--- src/rtl/frj_pkg.sv ---
package frj_pkg;

    typedef enum logic [1:0] {
        WIN_IDLE   = 2'd0,
        WIN_EARLY  = 2'd1,
        WIN_OPEN   = 2'd2,
        WIN_CLOSED = 2'd3
    } win_e;

endpackage

--- src/rtl/frj_bit_timer.sv ---
module frj_bit_timer
    import frj_pkg::*;
#(
    parameter int MIN_BITS     = 2,
    parameter int MAX_BITS     = 512,
    parameter int BITS_PER_CLK = 4
) (
    input  logic clk,
    input  logic rst_n,
    input  logic sfd_i,
    input  logic rx_dv_i,
    output win_e phase_o
);
    localparam int CW = $clog2(MAX_BITS + 2 * BITS_PER_CLK + 1);

    typedef struct packed {
        logic          in_frame;
        logic [CW-1:0] bits;
    } timer_t;

    timer_t st_d, st_q;

    always_comb begin
        st_d = st_q;
        if (sfd_i) begin
            st_d.in_frame = 1'b1;
            st_d.bits     = '0;
        end else if (!rx_dv_i) begin
            st_d.in_frame = 1'b0;
            st_d.bits     = '0;
        end else if (st_q.in_frame && (int'(st_q.bits) <= MAX_BITS)) begin
            st_d.bits = st_q.bits + CW'(BITS_PER_CLK);
        end
    end

    always_ff @(posedge clk) begin
        if (!rst_n) st_q <= '0;
        else        st_q <= st_d;
    end

    always_comb begin
        if (!st_q.in_frame)                    phase_o = WIN_IDLE;
        else if (int'(st_q.bits) < MIN_BITS)   phase_o = WIN_EARLY;
        else if (int'(st_q.bits) <= MAX_BITS)  phase_o = WIN_OPEN;
        else                                   phase_o = WIN_CLOSED;
    end

endmodule

--- src/rtl/frj_reject_ctl.sv ---
module frj_reject_ctl
    import frj_pkg::*;
(
    input  logic clk,
    input  logic rst_n,
    input  logic sfd_i,
    input  logic rx_dv_i,
    input  logic rej_req_i,
    input  win_e phase_i,
    output logic rej_act_o,
    output logic miss_o
);
    typedef struct packed {
        logic rej;
        logic miss;
    } ctl_t;

    ctl_t st_d, st_q;

    always_comb begin
        st_d = st_q;
        if (sfd_i) begin
            st_d.rej  = 1'b0;
            st_d.miss = 1'b0;
        end else if (!rx_dv_i) begin
            st_d.rej = 1'b0;
        end else if (rej_req_i && phase_i == WIN_OPEN) begin
            st_d.rej = 1'b1;
        end else if (rej_req_i && phase_i == WIN_CLOSED && !st_q.rej) begin
            st_d.miss = 1'b1;
        end
    end

    always_ff @(posedge clk) begin
        if (!rst_n) st_q <= '0;
        else        st_q <= st_d;
    end

    assign rej_act_o = st_q.rej;
    assign miss_o    = st_q.miss;

endmodule

--- src/rtl/frj_out_stage.sv ---
module frj_out_stage (
    input  logic clk,
    input  logic rst_n,
    input  logic cfg_rej_low_i,
    input  logic rx_er_i,
    input  logic rej_act_i,
    output logic rej_o,
    output logic frx_er_o
);
    typedef struct packed {
        logic active_low;
    } pol_t;

    pol_t st_d, st_q;

    always_comb begin
        st_d            = st_q;
        st_d.active_low = cfg_rej_low_i;
    end

    always_ff @(posedge clk) begin
        if (!rst_n) st_q <= '0;
        else        st_q <= st_d;
    end

    assign rej_o    = rej_act_i ^ st_q.active_low;
    assign frx_er_o = rx_er_i | rej_act_i;

endmodule

--- src/rtl/frame_reject_gen.sv ---
module frame_reject_gen
    import frj_pkg::*;
#(
    parameter int MIN_BITS     = 2,
    parameter int MAX_BITS     = 512,
    parameter int BITS_PER_CLK = 4
) (
    input  logic clk,
    input  logic rst_n,
    input  logic sfd_i,
    input  logic rx_dv_i,
    input  logic rx_er_i,
    input  logic rej_req_i,
    input  logic cfg_rej_low_i,
    output logic rej_o,
    output logic frx_er_o,
    output logic late_miss_o
);
    win_e phase;
    logic rej_act;

    frj_bit_timer #(
        .MIN_BITS     (MIN_BITS),
        .MAX_BITS     (MAX_BITS),
        .BITS_PER_CLK (BITS_PER_CLK)
    ) u_timer (
        .clk     (clk),
        .rst_n   (rst_n),
        .sfd_i   (sfd_i),
        .rx_dv_i (rx_dv_i),
        .phase_o (phase)
    );

    frj_reject_ctl u_ctl (
        .clk       (clk),
        .rst_n     (rst_n),
        .sfd_i     (sfd_i),
        .rx_dv_i   (rx_dv_i),
        .rej_req_i (rej_req_i),
        .phase_i   (phase),
        .rej_act_o (rej_act),
        .miss_o    (late_miss_o)
    );

    frj_out_stage u_out (
        .clk           (clk),
        .rst_n         (rst_n),
        .cfg_rej_low_i (cfg_rej_low_i),
        .rx_er_i       (rx_er_i),
        .rej_act_i     (rej_act),
        .rej_o         (rej_o),
        .frx_er_o      (frx_er_o)
    );

endmodule

--- config.mk ---
export PLATFORM = sky130hd
export DESIGN_NAME = frame_reject_gen
export DESIGN_NICKNAME = d
export VERILOG_FILES = /design/src/rtl/frj_pkg.sv /design/src/rtl/frj_bit_timer.sv /design/src/rtl/frj_reject_ctl.sv /design/src/rtl/frj_out_stage.sv /design/src/rtl/frame_reject_gen.sv
export SDC_FILE = /design/constraint.sdc
export NUM_CORES = 1
export LEC_CHECK = 0
export ABC_AREA = 1
export BUFFER_PORTS_ARGS = -buffer_cell sky130_fd_sc_hd__buf_2
export CAP_MARGIN = 20
export CORE_MARGIN = 1
export CORE_UTILIZATION = 48
export DETAILED_ROUTE_END_ITERATION = 8
export PLACE_DENSITY_LB_ADDON = 0.2
export SLEW_MARGIN = 30
export SYNTH_ARGS = -nofsm -noshare
export SYNTH_HDL_FRONTEND = slang
export SYNTH_HIERARCHICAL = 1
export SYNTH_SLANG_ARGS = --single-unit
--- constraint.sdc ---
create_clock -name clk -period 1.6 [get_ports clk]
set_input_delay 0.16 -clock clk [delete_from_list [all_inputs] [get_ports clk]]
set_output_delay 0.16 -clock clk [all_outputs]
set_load 0.05 [all_outputs]
==> Word-level counts from Yosys, hierarchy flattened <==
Index checks and enable logic that the tools add are counted.
{ "totals": {"ff_bits": 14, "latch_bits": 0, "ramBits": 0, "mem_bits_ro": 0, "out_inout_bits": 3, "word_cells": 31, "mem_count": 0} }
{ "classes": {"addsub": 1, "mul": 0, "div": 0, "n_lt_le_gt_ge": 2, "n_eq_ne": 3, "shift": 0, "n_mux": 7, "bitwise": 5, "n_reduce_logical": 8} }
{ "op_table": {"columns": ["op", "count"], "rows": [
  ["10-bit two-way mux", 2],
  ["11-bit two-way mux", 1],
  ["10-bit by 3-bit adder with 10-bit output (second input constant)", 1],
  ["10-bit less-or-equal comparator (second input constant)", 1],
  ["10-bit by 2-bit < comparator with 1-bit output (second input constant)", 1],
  ["2-bit == test (second input constant)", 2],
  ["1-bit logical AND", 4],
  ["2-bit two-way mux", 2],
  ["1-bit inverter", 3],
  ["3-bit AND reduction", 1],
  ["3-bit OR reduction", 1],
  ["1-bit two-way mux", 2],
  ["2-bit != test (second input constant)", 1],
  ["2-bit OR reduction", 1],
  ["1-bit zero test", 1],
  ["1-bit bitwise OR", 1],
  ["1-bit XOR", 1]
]} }

==> Longest topological paths before layout <==
{ "logic_depth": {"word_depth": 8, "mapped_depth": 12, "ltp_nobuf": 11} }

==> Hierarchy <==
Netlist, hierarchy kept.
{ "modules_own_cells": {"columns": ["module", "instances", "cells_each", "area_each_um2", "seq_area_each_um2"], "rows": [
  ["frj_bit_timer", 1, 79, 521.8, 180.2],
  ["frj_reject_ctl", 1, 15, 98.8, 40.0],
  ["frj_out_stage", 1, 9, 52.6, 20.0]
]} }

==> Worst setup path after synthesis <==
OpenSTA, ideal clock, no wires.
{ "synth_path": {"path_type": "flip-flop to flip-flop", "from": "reg u_timer/st_q[2] in the netlist's numbering", "to": "reg u_ctl.st_q (netlist bit u_ctl/miss_o)", "setup_ps": 66, "t_arrival_ps": 1459, "t_required_ps": 1534, "slack_ps": 75, "path_stages_with_launch": 13, "n_path_buf": 1, "cell_sequence": "dfxtp_1 -> inv_1 -> ha_1 -> inv_1 -> nor2_1 -> nand2_1 -> nand2_2 -> buf_6 -> a21oi_1 -> nand2_1 -> nor2_1 -> nand3_1 -> a21oi_2"} }
{ "synth_between": {"elab_chain_len": 8, "elab_cells_between_ends": 12, "classes_between": "order compare (2); eq/ne (2); mux (3); bitwise (1); reduce/logical (4)"} }
{ "synth_rtl": {"columns": ["item", "line_no", "source"], "rows": [
  ["start, declared", "frj_bit_timer.sv:21", "timer_t st_d, st_q;"],
  ["start signal, assigned", "frj_bit_timer.sv:38", "else st_q <= st_d;"],
  ["10-bit less-or-equal comparator", "frj_bit_timer.sv:44", "else if (int'(st_q.bits) <= MAX_BITS) phase_o = WIN_OPEN;"],
  ["1-bit two-way mux", "frj_bit_timer.sv:44", null],
  ["2-bit two-way mux *", "frj_bit_timer.sv:43", "else if (int'(st_q.bits) < MIN_BITS) phase_o = WIN_EARLY;"],
  ["2-bit two-way mux *", "frj_bit_timer.sv:42", "if (!st_q.in_frame) phase_o = WIN_IDLE;"],
  ["via phase[0]", "frame_reject_gen.sv:19", "win_e phase;"],
  ["2-bit == test (on tied branches)", "frj_reject_ctl.sv:29, frj_reject_ctl.sv:27", null],
  ["1-bit logical AND (on tied branches)", "frj_reject_ctl.sv:29, frj_reject_ctl.sv:27", null],
  ["1-bit logical AND / 1-bit inverter (equally long branches)", null, null],
  ["3-bit AND reduction (no source line) *", null, null],
  ["end signal, assigned", "frj_reject_ctl.sv:36", "else st_q <= st_d;"],
  ["end, declared", "frj_reject_ctl.sv:18", "ctl_t st_d, st_q;"]
]} }
The timed path passes the listed nets; every way through them passes the cells marked *.
A chain may end at the register's enable or synchronous reset.

==> Final worst setup path <==
{ "layout_path": {"from": "reg u_timer/st_q[3] in the netlist's numbering", "to": "reg u_ctl.st_q (netlist bit u_ctl/miss_o)"} }
Same word-level chain as after synthesis.

==> results.yml <==
logic_synthesis:
  synth_enable_flop_cells: 0
  number_of_standard_cells_after_synthesis: 103
  ys_seq_elements: 12
  synth.yosys.seq_area_share_pct: 35.7
  synth.distinct_cells: 18
  dominantRegCellSynth: "sky130_fd_sc_hd__dfxtp_1"
  most_used_standard_cell_by_instance_count_after_synthesis: "sky130_fd_sc_hd__nand2_1"
  yosys_warnings: 6
  synth_commonest_cells: "21 x sky130_fd_sc_hd__nand2_1, 20 x sky130_fd_sc_hd__inv_1, 14 x sky130_fd_sc_hd__nand3_1"
  area_fraction_of_the_dominant_cell_type_after_synthesis_pct: 35.7
  post-synth-top-area-cell: "sky130_fd_sc_hd__dfxtp_1"
  async_reset_ff_share_pct: 0
  synth_fp_nets: 113
  netlist_area_sq_um: 673
  synth.top_cells.by_area: "sky130_fd_sc_hd__dfxtp_1 36%, sky130_fd_sc_hd__nand2_1 12%, sky130_fd_sc_hd__inv_1 11%"
  synth_area_per_cell_sq_um: 6.54
final_layout:
  layout.cells.non_filler: 129
  design.final.nets: 126
  flow.area_growth_from_synthesis_pct: 12.3
  antenna_cells: 0
  layout-drive-gt1-share_pct: 16.7
routing:
  detailedRoute.firstPassIterationCount: 4
  post_drt_via_cell_ratio: 4.95
  drt_iter0_markers: 16
  antenna_violating_nets_left: 0
  routed_wl_microns: 1280
  wire_per_inst_microns: 9.95
  route.vias.total: 639
  drc_errors: 0
worst_setup_path:
  critical_path_peak_fanout: 4
  timing.critical_path.slowest_stage_cell: "sky130_fd_sc_hd__dfxtp_1"
  timing_worst_setup_path_type: "reg2reg"
  critPathArrivalTime_ns: 1.66
  critical_path.cell_chain: "inv_1, ha_1, inv_1, nor2_1, nand2_1, nand2_2, a21oi_2, nand2_1, nor2_1, nand3_1, a21oi_2"
  critPathCaptureType: "flip-flop"
  critical-path-max-stage-delay_ns: 0.38
  worst-r2r-cell-count: 11
  critPathBufInv: 2
  timing.reg2reg.setup_slack_ns: 0.15
  worstSetupPathDepth: 11
  required_time_at_the_endpoint_of_the_critical_path_ns: 1.81
  regToRegEndpoint: "u_ctl/miss_o$_SDFFE_PP0P_"
  timing.critical_path.max_delay_family: "simple AND/OR/NAND/NOR gates"
  worstReg2RegStart: "u_timer/st_q[3]$_SDFFE_PP0P_"
  crit_path_start_kind: "flip-flop"
floorplanning:
  floorplan.die.width_microns: 39.5
  ports: 10
  die_extent_in_y_microns: 39.5
  area_of_the_die_sq_mm: 0.00156
  row_count: 13
  core_sq_mm: 0.00130
  initial_core_util_pct: 51.7
power_and_ir_drop:
  worst_vdd_rail_ir_drop_mv: 0.458
  power-per-cell-area_mw_per_mm2: 728
  total_power_uw: 550
  power.leakage_nw: 0.328
clock_network:
  clkSinkCount: 12
  setup_repair_bufs_after_cts: 0
  post_cts_resized: 0
  path_clk_slew_ns: 0.07
  cts_tree: "yes"
  max-clock-path-buffers: 2
  cts_inserted_buffers: 3
  cts_htree_levels: 1
  clock_insertion_delay_worst_skew_ns: 0.28
  cts.root.buffer_cell: "sky130_fd_sc_hd__clkbuf_4"
  cts_hold_repair.buffers: 0
place:
  place.port_buffers: 9
  gpl.final_weighted_congestion: 0.752
  dp_hpwl_microns: 869
  dp_cells: 126
  dpl_worst_slack_ns: 0.116
hold_path:
  hp-class: "in2reg"
  min_delay_path_depth: 3
  hold_start: "cfg_rej_low_i"
  hold_path_end: "u_out/st_q$_SDFF_PN0_"
global_routing:
  via_count_of_the_first_global_routing_pass: 475
  grt_overflow_total: 0
  global_route_wire_length_before_repair_microns: 1990
  global_route.usage.total_pct: 19.5
  maximum_number_of_pins_on_one_net_before_global_route_repair: 15
  grt_antenna_before_repair: 0
outcome:
  run_status: "complete, no violations"
timing:
  layout_setup_ws_ns: 0.153
  min_period_ns: 1.45
  final-max-slew-violation-count: 0
  setup-violations-final: 0
  final-hold-violation-count: 0
  worst_clock_skew_ns: 0.00556
  max_slew.worst_pin.slew_ns: 0.250
  fmax_mhz: 691
  max_slew_margin_pct: 83.2
  finalCritPeriodShare_pct: 90.4
run:
  cap_viol_max_count: 0
metrics by stage:
stage | area [sq um] | setup TNS [ns] | hold WS (ns) | utilization [%]
after global placement | 728 | 0 | 0.342 | 56.0
after global routing | 756 | -0.00647 | 0.0941 | 58.1
after floorplan | 673 | 0 | 0.253 | -
after CTS | 751 | 0 | 0.0578 | 57.7
after detailed placement | 728 | 0 | 0.348 | 56.0
final | 756 | 0 | 0.0653 | 58.1
cell type report:
type                       instances  area (sq um)
fill                             143           546
multi-input combinational         68           342
sequential                        12           241
inverter                          21          78.8
timing repair buffer              10          52.6
clock buffer                       3          22.5
tap                               15          18.8
sequential cells by signal, summed over array words and instances (netlist names):
register,cells
u_ctl/miss_o,1
u_ctl/rej_act_o,1
u_out/st_q,1
u_timer/st_q,9
worst register-to-register path: cells and delay by family (launching register included):
kind / cells / cell delay [ns]
AND/OR/NAND/NOR: 6 / 0.43
flip-flops: 1 / 0.38
AO/OA/AOI/OAI: 2 / 0.26
adder cells (fa/ha/maj): 1 / 0.18
buffers and inverters: 2 / 0.13
layout by cell type, fill, tap and decap left out:
master and instances:
sky130_fd_sc_hd__ha_1 3, sky130_fd_sc_hd__nand3_1 14, sky130_fd_sc_hd__clkbuf_4 3, sky130_fd_sc_hd__buf_4 1, sky130_fd_sc_hd__nor2_1 12, sky130_fd_sc_hd__or2_1 1, sky130_fd_sc_hd__inv_1 20, sky130_fd_sc_hd__nand4_1 1
sky130_fd_sc_hd__a21oi_2 2, sky130_fd_sc_hd__buf_2 9, sky130_fd_sc_hd__nand2_1 21, sky130_fd_sc_hd__nor3_1 1, sky130_fd_sc_hd__dfxtp_2 1, sky130_fd_sc_hd__a21boi_0 1, sky130_fd_sc_hd__nor3_2 1, sky130_fd_sc_hd__dfxtp_1 11
sky130_fd_sc_hd__nand2_2 1, sky130_fd_sc_hd__and2_1 1, sky130_fd_sc_hd__inv_2 1, sky130_fd_sc_hd__a21oi_1 9
worst max path at each step:
stage          slack (ns)                         to                         start
6_report             0.15  u_ctl/miss_o$_SDFFE_PP0P_  u_timer/st_q[3]$_SDFFE_PP0P_
3_5_place_dp         0.12  u_ctl/miss_o$_SDFFE_PP0P_  u_timer/st_q[2]$_SDFFE_PP0P_
5_1_grt            -0.006  u_ctl/miss_o$_SDFFE_PP0P_  u_timer/st_q[3]$_SDFFE_PP0P_
3_3_place_gp         0.15  u_ctl/miss_o$_SDFFE_PP0P_  u_timer/st_q[2]$_SDFFE_PP0P_
2_1_floorplan        0.08  u_ctl/miss_o$_SDFFE_PP0P_  u_timer/st_q[2]$_SDFFE_PP0P_
4_1_cts               0.1  u_ctl/miss_o$_SDFFE_PP0P_  u_timer/st_q[2]$_SDFFE_PP0P_
layer usage:
metal	GRT usage [%]	up-vias	share of wire, %
met5	0	-	0
met4	12.9	0	1.8
met3	3.41	4	1.7
met2	27.0	7	45
met1	26.8	282	51
li1	-	346	-
kinds of logic (layout without fill, tap and decap cells):
kind of cell             count (synthesis)  count (layout)  share of synthesized area (%)
AND/OR/NAND/NOR                         53              53                           34.8
buffers and inverters                   23              34                           14.1
AO/OA/AOI/OAI                           12              12                           9.85
flip-flops                              12              12                           35.7
adder cells (fa/ha/maj)                  3               3                           5.58
power breakdown:
| group | total [mW] | switching (mW) | internal [mW] | leakage (nW) |
|---|---|---|---|---|
| sequential | 0.307 | 0.00478 | 0.303 | 0.0978 |
| combinational | 0.0521 | 0.0334 | 0.0187 | 0.217 |
| clock | 0.191 | 0.104 | 0.0872 | 0.0138 |
No activity file was read; power rests on OpenSTA's default activity.
